[src/rtl/vcr_pkg.sv]
package vcr_pkg;

  // Strobes passed from the control to the datapath for one clock cycle.
  typedef struct packed {
    logic preset;  // load-jump: force count to minimum
    logic inc;     // step count up by one
    logic dec;     // step count down by one
  } vcrStrobes_t;

endpackage

[src/rtl/vcr_ctrl.sv]
module vcr_ctrl
  import vcr_pkg::*;
(
  input  logic        clk,
  input  logic        rst_n,
  input  logic        belowLow,
  input  logic        aboveHigh,
  input  logic        aboveReset,
  input  logic        tick,
  output vcrStrobes_t strobes
);

  logic upFlag;
  logic downFlag;
  logic wantUp;
  logic wantDown;

  // Sticky band flags: they collect events between ticks and clear on a tick.
  always_ff @(posedge clk or negedge rst_n) begin
    if (!rst_n) begin
      upFlag   <= 1'b0;
      downFlag <= 1'b0;
    end else if (tick) begin
      upFlag   <= 1'b0;
      downFlag <= 1'b0;
    end else begin
      upFlag   <= upFlag | belowLow;
      downFlag <= downFlag | aboveHigh;
    end
  end

  // A band event in the tick cycle itself still belongs to the closing period.
  assign wantUp   = upFlag | belowLow;
  assign wantDown = downFlag | aboveHigh;

  always_comb begin
    strobes.preset = aboveReset;
    strobes.inc    = tick & wantUp & ~wantDown & ~aboveReset;
    strobes.dec    = tick & wantDown & ~wantUp & ~aboveReset;
  end

endmodule

[src/rtl/vcr_datapath.sv]
module vcr_datapath
  import vcr_pkg::*;
#(
  parameter int CNT_W   = 4,
  parameter int MIN_CNT = 1,
  parameter int MAX_CNT = (1 << CNT_W) - 1
) (
  input  logic             clk,
  input  logic             rst_n,
  input  vcrStrobes_t      strobes,
  output logic [CNT_W-1:0] count
);

  localparam logic [CNT_W-1:0] MinVal = CNT_W'(MIN_CNT);
  localparam logic [CNT_W-1:0] MaxVal = CNT_W'(MAX_CNT);

  logic atMax;
  logic atMin;

  assign atMax = (count == MaxVal);
  assign atMin = (count == MinVal);

  // Preset has priority; the up and down steps stop at the two limits.
  always_ff @(posedge clk or negedge rst_n) begin
    if (!rst_n) begin
      count <= MinVal;
    end else if (strobes.preset) begin
      count <= MinVal;
    end else if (strobes.inc && !atMax) begin
      count <= count + 1'b1;
    end else if (strobes.dec && !atMin) begin
      count <= count - 1'b1;
    end
  end

endmodule

[src/rtl/valley_count_reg.sv]
module valley_count_reg
  import vcr_pkg::*;
#(
  parameter int CNT_W   = 4,
  parameter int MIN_CNT = 1,
  parameter int MAX_CNT = (1 << CNT_W) - 1
) (
  input  logic             clk,
  input  logic             rst_n,
  input  logic             belowLow,
  input  logic             aboveHigh,
  input  logic             aboveReset,
  input  logic             tick,
  output logic [CNT_W-1:0] targetCount
);

  vcrStrobes_t strobes;

  vcr_ctrl u_ctrl (
    .clk        (clk),
    .rst_n      (rst_n),
    .belowLow   (belowLow),
    .aboveHigh  (aboveHigh),
    .aboveReset (aboveReset),
    .tick       (tick),
    .strobes    (strobes)
  );

  vcr_datapath #(
    .CNT_W   (CNT_W),
    .MIN_CNT (MIN_CNT),
    .MAX_CNT (MAX_CNT)
  ) u_dp (
    .clk     (clk),
    .rst_n   (rst_n),
    .strobes (strobes),
    .count   (targetCount)
  );

endmodule

[config.mk]
export PLATFORM = sky130hd
export DESIGN_NAME = valley_count_reg
export DESIGN_NICKNAME = d
export VERILOG_FILES = /design/src/rtl/vcr_pkg.sv /design/src/rtl/vcr_ctrl.sv /design/src/rtl/vcr_datapath.sv /design/src/rtl/valley_count_reg.sv
export SDC_FILE = /design/constraint.sdc
export NUM_CORES = 1
export LEC_CHECK = 0
export ABC_AREA = 1
export BUFFER_PORTS_ARGS = -buffer_cell sky130_fd_sc_hd__clkbuf_2
export CAP_MARGIN = 20
export CORE_MARGIN = 2
export CORE_UTILIZATION = 30
export DETAILED_ROUTE_END_ITERATION = 8
export PLACE_DENSITY_LB_ADDON = 0.12
export SLEW_MARGIN = 10
export SYNTH_ARGS = -nofsm -noshare
export SYNTH_HDL_FRONTEND = slang
export SYNTH_SLANG_ARGS = --single-unit
[constraint.sdc]
create_clock -name clk -period 1.99 [get_ports clk]
set_input_delay 0 -clock clk [delete_from_list [all_inputs] [get_ports clk]]
set_output_delay 0 -clock clk [all_outputs]
set_load 0.05 [all_outputs]
==> metrics.md <==
| Metric | Value |
|---|---|
| Syn. warnings | `0` |
| Post-Syn Area | `~480 µm²` |
| Post-CTS Hold Buffers | `2` |
| TritonCTS clock tree | `yes` |
| Avg WL per Cell | `10.66 µm` |
| Unrepaired setup endpoints after global routing | `false` |
| Area growth from synthesis to layout | `21.00%` |
| Worst slack, placed | `0.5146 ns` |
| CP Data Required Time | `roughly 2.1 ns` |
| Layout cells sized above 1 | `24.39%` |
| CTS sink cnt | `6` |
| Global-route wire length before repair | `approximately 1.8 mm` |
| Seq/Total Area, Yosys | `31.76%` |
| CP Capture Type | `flip-flop` |
| Cts bufs inserted | `3` |
| Final hold violations | `0` |
| Min Tclk post-route | `1.446 ns` |
| Pre-antenna DRT Iters | `4` |
| Detail Placement HPWL | `796.9 µm` |
| Htree depth | `1` |
| Clock Latency Late Sink | `0.25 ns` |
| Pin count of the biggest net entering global routing | `10` |
| Area of the core | `1506 µm²` |
| Synth Instances | `68` |
| Max_cap viols | `0` |
| Starting Density | `between 30% and 40%` |
| Vias in the first global route | `433` |
| Fin cells | `98` |
| Placed cell count | `92` |
| Clock Skew | `0.01289 ns` |
| IO Port Bufs | `9` |
| Netlist cell types | `19` |
| Most common cell after layout, fill and taps aside | `nand2_1` |
| GRT overflow | `0` |
| WHS | `~0.013 ns` |
| Power Density | `677.8 nW/µm²` |
| Initial antenna violation count | `0` |
| Slew HR | `77.92%` |
| Slew Limit Fails | `0` |
| Resized cells post-CTS | `0` |
| Area post-placement | `530.5 µm²` |
| Worst IR Drop VDD | `between 0.0003 and 0.0004 V` |
| Initial DRC count | `5` |
| CP Class | `flip-flop to flip-flop` |
| GP Congestion | `0.8186` |
| CP Max Fanout | `7` |
| # DRC | `0` |
| Status | `completed` |
| FMAX | `0.6917 GHz` |
| Period utilization | `72.65%` |
| Antenna Nets Post-Route | `0` |
| Seq cells post-synth | `6` |
| Fin area | `576.8 µm²` |
| Synthesized area per cell | `7.010 µm²` |
| Fin nets | `92` |
| Clock transition at path regs | `0.05 ns` |
| Setup total negative slack | `0 ns` |
| Die area | `1924 µm²` |
| Root buf cell | `clkbuf_4` |
| Post-Route WL | `1.045 mm` |
| GRT met2 Usage | `19.41%` |
| Chip Width | `43.86 µm` |
| Crit start category | `flip-flop` |
| Post-CTS Setup Repair Bufs | `0` |
| Grt met3 use | `5.000%` |
| Pleak | `around 0.34 nW` |
| I/O Pins | `10` |
| Critical Path AT | `1.59 ns` |
| Net Count, Synth | `between 70 and 80` |
| Cell Rows | `14` |
| Vias/cell | `4.694` |
| Min-Delay Path Class | `input port to flip-flop` |
| Final worst slack | `0.5443 ns` |
| Total GRT Usage | `13.73%` |
| Most frequent cells in the layout | `17 x nand2_1, 11 x inv_1, 9 x clkbuf_2, 8 x nor2_1` |
| R2R cell count | `6` |
| Via count | `460` |
| Hold Path Stages | `3` |
| Worst Tran Pin Value | `between 0.3 and 0.4 ns` |
| Met1 usage | `roughly 17%` |
| Antenna diode instance count | `0` |
| Setup-failing EPs final | `0` |
| Fillers | `173` |
| Max Root-Sink Buffers | `2` |
| Die H | `43.86 µm` |
| Busiest grt layer | `met2` |
==> power by group <==
group	internal (W)	switching (W)	leakage, nW
logic	0.0000404	0.0000787	0.244
clock network	0.0000761	0.0000468	0.0150
registers	0.000134	0.0000147	0.0769
total	0.000251	0.000140	0.336
==> sequential cells by signal (all words and copies together) (netlist names) <==
register	flops
u_ctrl.downFlag	1
u_ctrl.upFlag	1
u_dp.count	4
==> final timing paths <==
kind,from,endpoint,slack (ns)
max,u_dp.count[0],u_dp.count[1],0.54
min,aboveHigh,u_ctrl.downFlag,0.01
max reg2reg,u_dp.count[0],u_dp.count[1],0.54
min reg2reg,u_ctrl.downFlag,u_ctrl.downFlag,0.50
max in group asynchronous,rst_n,u_dp.count[0],1.63
min in group asynchronous,rst_n,u_ctrl.upFlag,0.11
==> cells in the mapped netlist <==
library cell | instances | area [µm²]
a21oi_2 | 1 | 8.760
buf_6 | 1 | 11.26
dfrtp_1 | 5 | 125.1
dfstp_2 | 1 | 26.28
ha_1 | 3 | 37.54
inv_1 | 11 | 41.29
inv_2 | 1 | 3.750
nand2_1 | 17 | 63.81
nand2_2 | 1 | 6.260
nand2_4 | 1 | 11.26
nand3_1 | 5 | 25.02
nand3_2 | 1 | 10.01
nand4_1 | 5 | 31.28
nor2_1 | 8 | 30.03
nor2_2 | 2 | 12.51
nor3_1 | 1 | 5.000
o21ai_0 | 2 | 10.01
xnor2_1 | 1 | 8.760
xor2_1 | 1 | 8.760
==> worst max-delay path, cell delays in order, from the launching register on <==
cell     delay [ns]
dfstp_2        0.58
inv_1          0.10
ha_1           0.31
nor3_1         0.18
nor2_1         0.06
nand2_1        0.06
nand2_1        0.05
==> logic make-up (layout without fill, tap and decap cells) <==
kind of cell,count (synthesis),count (layout),synth area share (%)
fa+ha+maj,3,3,7.875
flops,6,6,31.76
simple gates,41,41,40.94
buf+inv,13,27,11.81
xor+xnor,2,2,3.675
compound gates,3,3,3.937
==> metal layers <==
metal  share of wire (%)  wire length (µm)
met5                   0                 0
met4                 1.3                14
met3                 5.8                61
met2                  45               473
met1                  47               496
==> cell type report <==
cell class | instances | area [µm²] | share of cell area [%]
sequential | 6 | 151.4 | 26.25
timing repair buffer | 11 | 65.06 | 11.28
multi-input combinational | 49 | 269.0 | 46.64
clock buffer | 4 | 26.28 | 4.555
inverter | 12 | 45.04 | 7.809
tap | 16 | 20.02 | 3.471
==> metrics by stage <==
step | power (W) | util [%]
3_3_place_gp | 0.0002710 | 35.22
2_1_floorplan | 0.0002397 | -
6_report | 0.0003910 | 38.29
5_1_grt | 0.0004258 | 38.29
4_1_cts | 0.0004042 | 38.29
3_5_place_dp | 0.0002681 | 35.22
(Power assumes the default switching activity.)
